### src/rtl/rf_pkg.sv
package rf_pkg;
  localparam int RF_DATA_W   = 32;
  localparam int RF_NUM_REGS = 8;
  localparam int RF_ID_W     = 4;
  localparam int RF_IDX_W    = $clog2(RF_NUM_REGS);

  typedef logic [RF_ID_W-1:0]   regId_t;
  typedef logic [RF_DATA_W-1:0] word_t;
  typedef logic [RF_IDX_W-1:0]  regIdx_t;

  // strobes from control to datapath
  typedef struct packed {
    logic                   clr;
    logic [RF_NUM_REGS-1:0] selE;
    logic [RF_NUM_REGS-1:0] selM;
    logic                   rdOkA;
    logic                   rdOkB;
  } rfStrobe_t;
endpackage

### src/rtl/rf_ctrl.sv
module rf_ctrl
  import rf_pkg::*;
(
  input  logic      rst,
  input  regId_t    rdIdA,
  input  regId_t    rdIdB,
  input  regId_t    wrIdE,
  input  regId_t    wrIdM,
  output rfStrobe_t strobe
);
  localparam regId_t LIMIT = regId_t'(RF_NUM_REGS);

  logic [RF_NUM_REGS-1:0] hitE;
  logic [RF_NUM_REGS-1:0] hitM;

  genvar i;
  generate
    for (i = 0; i < RF_NUM_REGS; i++) begin : g_dec
      assign hitE[i] = (wrIdE == regId_t'(i));
      assign hitM[i] = (wrIdM == regId_t'(i));
    end
  endgenerate

  always_comb begin
    strobe.clr   = rst;
    // memory port takes priority on a shared destination
    strobe.selM  = hitM;
    strobe.selE  = hitE & ~hitM;
    strobe.rdOkA = (rdIdA < LIMIT);
    strobe.rdOkB = (rdIdB < LIMIT);
  end
endmodule

### src/rtl/rf_datapath.sv
module rf_datapath
  import rf_pkg::*;
(
  input  logic      clk,
  input  rfStrobe_t strobe,
  input  regIdx_t   rdIdxA,
  input  regIdx_t   rdIdxB,
  input  word_t     wrDataE,
  input  word_t     wrDataM,
  output word_t     rdDataA,
  output word_t     rdDataB
);
  word_t regs [RF_NUM_REGS];

  genvar i;
  generate
    for (i = 0; i < RF_NUM_REGS; i++) begin : g_reg
      always_ff @(posedge clk) begin
        if (strobe.clr)         regs[i] <= '0;
        else if (strobe.selM[i]) regs[i] <= wrDataM;
        else if (strobe.selE[i]) regs[i] <= wrDataE;
      end
    end
  endgenerate

  always_comb begin
    rdDataA = strobe.rdOkA ? regs[rdIdxA] : '0;
    rdDataB = strobe.rdOkB ? regs[rdIdxB] : '0;
  end
endmodule

### src/rtl/dual_wr_regfile.sv
module dual_wr_regfile
  import rf_pkg::*;
(
  input  logic                 clk,
  input  logic                 rst,
  input  logic [RF_ID_W-1:0]   rdIdA,
  input  logic [RF_ID_W-1:0]   rdIdB,
  output logic [RF_DATA_W-1:0] rdDataA,
  output logic [RF_DATA_W-1:0] rdDataB,
  input  logic [RF_ID_W-1:0]   wrIdE,
  input  logic [RF_DATA_W-1:0] wrDataE,
  input  logic [RF_ID_W-1:0]   wrIdM,
  input  logic [RF_DATA_W-1:0] wrDataM
);
  rfStrobe_t strobe;

  rf_ctrl u_ctrl (
    .rst    (rst),
    .rdIdA  (rdIdA),
    .rdIdB  (rdIdB),
    .wrIdE  (wrIdE),
    .wrIdM  (wrIdM),
    .strobe (strobe)
  );

  rf_datapath u_dp (
    .clk     (clk),
    .strobe  (strobe),
    .rdIdxA  (rdIdA[RF_IDX_W-1:0]),
    .rdIdxB  (rdIdB[RF_IDX_W-1:0]),
    .wrDataE (wrDataE),
    .wrDataM (wrDataM),
    .rdDataA (rdDataA),
    .rdDataB (rdDataB)
  );
endmodule

### config.mk
export PLATFORM = sky130hd
export DESIGN_NAME = dual_wr_regfile
export DESIGN_NICKNAME = d
export VERILOG_FILES = /design/src/rtl/rf_pkg.sv /design/src/rtl/rf_ctrl.sv /design/src/rtl/rf_datapath.sv /design/src/rtl/dual_wr_regfile.sv
export SDC_FILE = /design/constraint.sdc
export NUM_CORES = 1
export LEC_CHECK = 0
export ABC_AREA = 1
export BUFFER_PORTS_ARGS = -buffer_cell sky130_fd_sc_hd__buf_2
export CAP_MARGIN = 20
export CORE_ASPECT_RATIO = 0.8
export CORE_UTILIZATION = 61
export DETAILED_ROUTE_END_ITERATION = 10
export PLACE_DENSITY_LB_ADDON = 0.08
export SYNTH_ARGS = -nofsm -noshare
export SYNTH_HDL_FRONTEND = slang
export SYNTH_SLANG_ARGS = --single-unit
### constraint.sdc
create_clock -name clk -period 3 [get_ports clk]
set_clock_uncertainty 0.1 [all_clocks]
set_input_delay 0.3 -clock clk [delete_from_list [all_inputs] [get_ports clk]]
set_output_delay 0.3 -clock clk [all_outputs]
set_load 0.005 [all_outputs]
# Word level (Yosys, flattened, before mapping)
# Memory sizes are Yosys's and may differ from the RTL's.
# Index checks and enable logic that the tools add are counted.
totals:
  register_bits: 0
  mem_bits_ro: 0
  inputBits: 82
  latchBits: 0
  output_inout_bits: 64
  elab_cells: 113
  memories: 1
  ram_bits: 256
mem_list:
  columns: ["name", "words", "word_bits", "rd", "rd_clocked_by_memory_dff", "write_ports", "line", "text"]
  rows:
  - ["u_dp.regs", 8, 32, 2, 0, 8, "rf_datapath.sv:13", "word_t regs [RF_NUM_REGS];"]
op_classes:
  order_cmp: 2
  muxes: 76
  shifts: 0
  div: 0
  mul: 0
  n_bitwise: 18
  addsub: 0
  reduce_logical: 2
  eq_ne: 14
ops:
  columns: ["op", "n"]
  rows:
  - ["2-to-1 mux 32 bit", 18]
  - ["2-to-1 mux 1 bit", 58]
  - ["== test 4 x 3 -> 1 bit, second input constant", 8]
  - ["== test 4 x 2 -> 1 bit, second input constant", 4]
  - ["OR 1 bit", 16]
  - ["bitwise AND 8 bit", 1]
  - ["== test 4 x 1 -> 1 bit, second input constant", 2]
  - ["zero test 4 bit", 2]
  - ["less-than comparator 4 bit, second input constant", 2]
  - ["inverter 8 bit", 1]

# Depth between registers and ports, before layout
logic_depth:
  depth_word: 8
  mapped_depth: 9
  ltp_nobuf: 8

# Hierarchy
# From an unflattened synthesis, not the netlist that was laid out.
unflattened:
  hier_cells: 2191
  hier_area_um2: 16239.3
modules_own_cells:
  columns: ["module", "instances", "area_per_inst_um2", "seq_area_each_um2", "cells_each"]
  rows:
  - ["rf_datapath", 1, 16049.1, 7687.4, 2144]
  - ["rf_ctrl", 1, 190.2, 0.0, 47]

# Worst setup path before layout
# OpenSTA, ideal clock, no wires.
synth_timing:
  kind: "input -> register"
  startpoint: "in rst"
  endpoint: "mem u_dp.regs[0][0] (netlist name) (enable)"
  setup_slack_ns: 0.605
  arrival_ns: 1.734
  path_stages: 7
  path_cell_list: "buf_6 inv_4 nand3_1 nor2_1 nand2_1 buf_2 nand3_1"
synth_rtl:
  columns: ["element", "line", "text"]
  rows:
  - ["start, declared", "dual_wr_regfile.sv:5", "input logic rst,"]
  - ["end, declared", "rf_datapath.sv:13", null]

# Worst setup path in the final report
layout_timing:
  startpoint: "in rdIdB[1]"
  endpoint: "out rdDataB[22]"
layout_via:
  elab_chain_len: 2
layout_rtl:
  columns: ["element", "line", "text"]
  rows:
  - ["start, declared", "dual_wr_regfile.sv:7", "input logic [RF_ID_W-1:0] rdIdB,"]
  - ["memory (8 x 32 bit) or less-than comparator 4 bit (tied branches)", null, null]
  - ["2-to-1 mux 32 bit (*)", "rf_datapath.sv:28", "rdDataB = strobe.rdOkB ? regs[rdIdxB] : '0;"]
  - ["end, declared", "dual_wr_regfile.sv:9", "output logic [RF_DATA_W-1:0] rdDataB,"]
# Every way passes the cells marked *; elsewhere a longest branch is shown, timed or not.

==> results by group <==
Floorplan
  • Die ar.: 28,700 µm²
  • Die Ht: 152 µm
  • Die W: 189 µm
  • Num rows: 54
  • Initial Util: 62.3%
  • I/O pin count: 146
  • Core area: 27,400 µm²

STA
  • Endpoints failing hold: 0
  • Fmax: 419 MHz
  • RSZ-0062 raised after global routing: no
  • Tcrit/Tclk final: 79.6%
  • Final Max Slew Viols: 0
  • Min Clock Period, post-route: 2.39 ns
  • Slew @ Worst Pin: 0.684 ns
  • Hold slack: 0.0209 ns
  • Slew headroom: 54.4%
  • Setup-failing EPs final: 0
  • Setup Total Neg Slack: 0 ns

Synthesis
  • Post-synth top cells: nand2_1, nand3_1, inv_1
  • Net Count, Synth: 2,546
  • Syn Inst Count: 2,464
  • Yosys cell types: 21
  • Yosys top cell by area: edfxtp_1
  • Post-synth top area share: 45.0%
  • Async SR Flop Fraction: 0%
  • #FFs+latches synth: 256
  • Ranking of synthesized cells by area: edfxtp_1, nand2_1, nand3_1
  • Synthesized area per cell: 6.94 µm²
  • Most numerous cell in the Yosys netlist: nand2_1
  • EDFF count, synth: 256
  • Sequential element share of the synthesized area: 45.0%
  • Synth Flop Type: edfxtp_1
  • Mapped Area: 17,100 µm²
  • YS warnings: 0

Finish
  • Largest reg by FF count: u_dp.regs
  • Ant diodes: 0
  • Layout cell share with drive strength beyond 1: 11.3%
  • Layout Cells excl Fill: 2,925
  • Final net count: 2,621
  • Max reg flops: 256
  • Fillers: 2,268
  • Multi-input combinational cell area: 7200 µm²
  • Area delta synth->final: 11.8%
  • Top Registers: u_dp.regs x256
  • Register Area: 7690 µm²

Pwr
  • Clock power share: 36.4%
  • PwrDens: 491 nW/µm²
  • Sw power: 0.00271 W
  • Seq pwr share: 45.9%
  • Leak: 9.32 nW
  • VDD IR max: 0.478 mV
  • Internal power: 0.00667 W
  • Gate power share: 17.6%
  • Switching Fraction: 28.9%

Flow run
  • Max Cap Viol: 0

Setup path
  • WS Path Type: in -> out
  • Worst EP arrival: 1.99 ns
  • CP Max Fanout: 22
  • Worst Path Required: 2.60 ns
  • Endpoint class of the critical path: primary output
  • Startpoint types: input port

Min path
  • Min-delay worst type: in -> reg

Route
  • Post-DRT Antenna Nets: 0
  • Vias per cell: 5.87
  • Remaining DRCs: 0
  • Iteration count of the initial detailed-routing pass: 6
  • Vias post-DR: 17,163
  • WL per Instance: 19.8 µm
  • DRT iter0 DRCs: 2,279
  • Drt total wl: 57,900 µm

GRT
  • GRT overflow: 0
  • Number of global-route vias before repair: 16,389
  • Largest net degree at the start of global routing: 129
  • Tot GR Track Use: 40.5%
  • Antenna violations before repair: 0
  • First-pass GRT wire length: 88,500 µm

Place
  • Gpl congestion: 0.923
  • HPWL after DPL: 32,700 µm
  • PortBufs: 145
  • Dpl cells: 2,844

Clock network
  • TritonCTS clock tree: yes
  • Clock tree buffer depth: 3
  • CTS sink cnt: 256
  • TritonCTS Buffers: 28
  • H-tree depth: 1
  • Clock transition at the registers of the reported paths: 0.06 ns
  • Clock Tree Root: clkbuf_16
  • PostCTS Resize Cnt: 0

Outcome
  • Outcome: completed
kinds of logic (layout without fill, tap and decap cells):
family	count (synthesis)	after routing	synth area share (%)
simple gates	1495	1495	36.1
flops	256	256	45.0
compound gates	192	192	5.86
buf+inv	521	618	13.1
critical path, cell delays in order:
cell,delay (ns)
buf_2,0.34
buf_4,0.32
buf_4,0.37
nand3_1,0.12
nand2_1,0.08
nor2_1,0.04
nor2_1,0.24
buf_2,0.17
worst paths after layout:
check	from	endpoint	slack, ns	cells past startpoint
worst max-delay path	rdIdB[1]	rdDataB[22]	0.61	8
worst min-delay path	wrDataE[22]	u_dp.regs[5][22]	0.02	3
metrics by stage:
stage | total power (W) | util [%] | cell area [µm²] | setup WS, ns
finish | 0.00938 | 69.7 | 19100 | 0.611
detailed placement | 0.00595 | 65.3 | 17900 | 0.736
global route | 0.00967 | 69.7 | 19100 | 0.646
floorplan | 0.00541 | - | 17100 | 0.605
CTS | 0.00933 | 69.7 | 19100 | 0.740
global placement | 0.00591 | 65.3 | 17900 | 0.773
layout by cell type, fill, tap and decap left out, drive strengths merged:
| master | synthesis | routed |
|---|---|---|
| nand2 | 1011 | 1011 |
| inv | 337 | 337 |
| nand3 | 334 | 334 |
| edfxtp | 256 | 256 |
| buf | 164 | 200 |
| o21ai | 160 | 160 |
| nor2 | 149 | 149 |
| o22ai | 32 | 32 |
| clkbuf | 20 | 32 |
| dlygate4sd3 | 0 | 29 |
| clkinv | 0 | 16 |
| bufinv | 0 | 2 |
| clkinvlp | 0 | 2 |
| nor3 | 1 | 1 |
layout make-up:
| cell class | instances | share of cell area [%] |
|---|---|---|
| clock buffer | 32 | 3.86 |
| tap | 364 | 2.38 |
| multi-input combinational | 1687 | 37.7 |
| timing repair buffer | 229 | 8.36 |
| inverter | 337 | 6.66 |
| sequential | 256 | 40.2 |
| clock inverter | 20 | 0.812 |
power by group through the flow:
| stage | sequential [W] | clock (W) | combinational [W] |
|---|---|---|---|
| 2_1_floorplan | 0.00436 | 0 | 0.00105 |
| 3_3_place_gp | 0.00437 | 0 | 0.00154 |
| 3_5_place_dp | 0.00438 | 0 | 0.00157 |
| 4_1_cts | 0.00430 | 0.00341 | 0.00161 |
| 5_1_grt | 0.00433 | 0.00352 | 0.00182 |
| 6_report | 0.00431 | 0.00342 | 0.00165 |
per-layer routing:
| layer | wire, µm | vias up | GRT usage [%] |
|---|---|---|---|
| li1 | - | 7896 | - |
| met1 | 21200 | 7704 | 52.8 |
| met2 | 26200 | 1332 | 66.5 |
| met3 | 7970 | 231 | 6.54 |
| met4 | 2470 | 0 | 19.4 |
| met5 | 0 | - | 0 |
timing repair:
| item | 4_1_cts | 5_1_grt |
|---|---|---|
| setup buffers | 0 | 0 |
| endpoints found under the hold margin | 58 | 0 |
| hold buffers | 29 | 0 |
No activity file was read; power rests on OpenSTA's default activity.
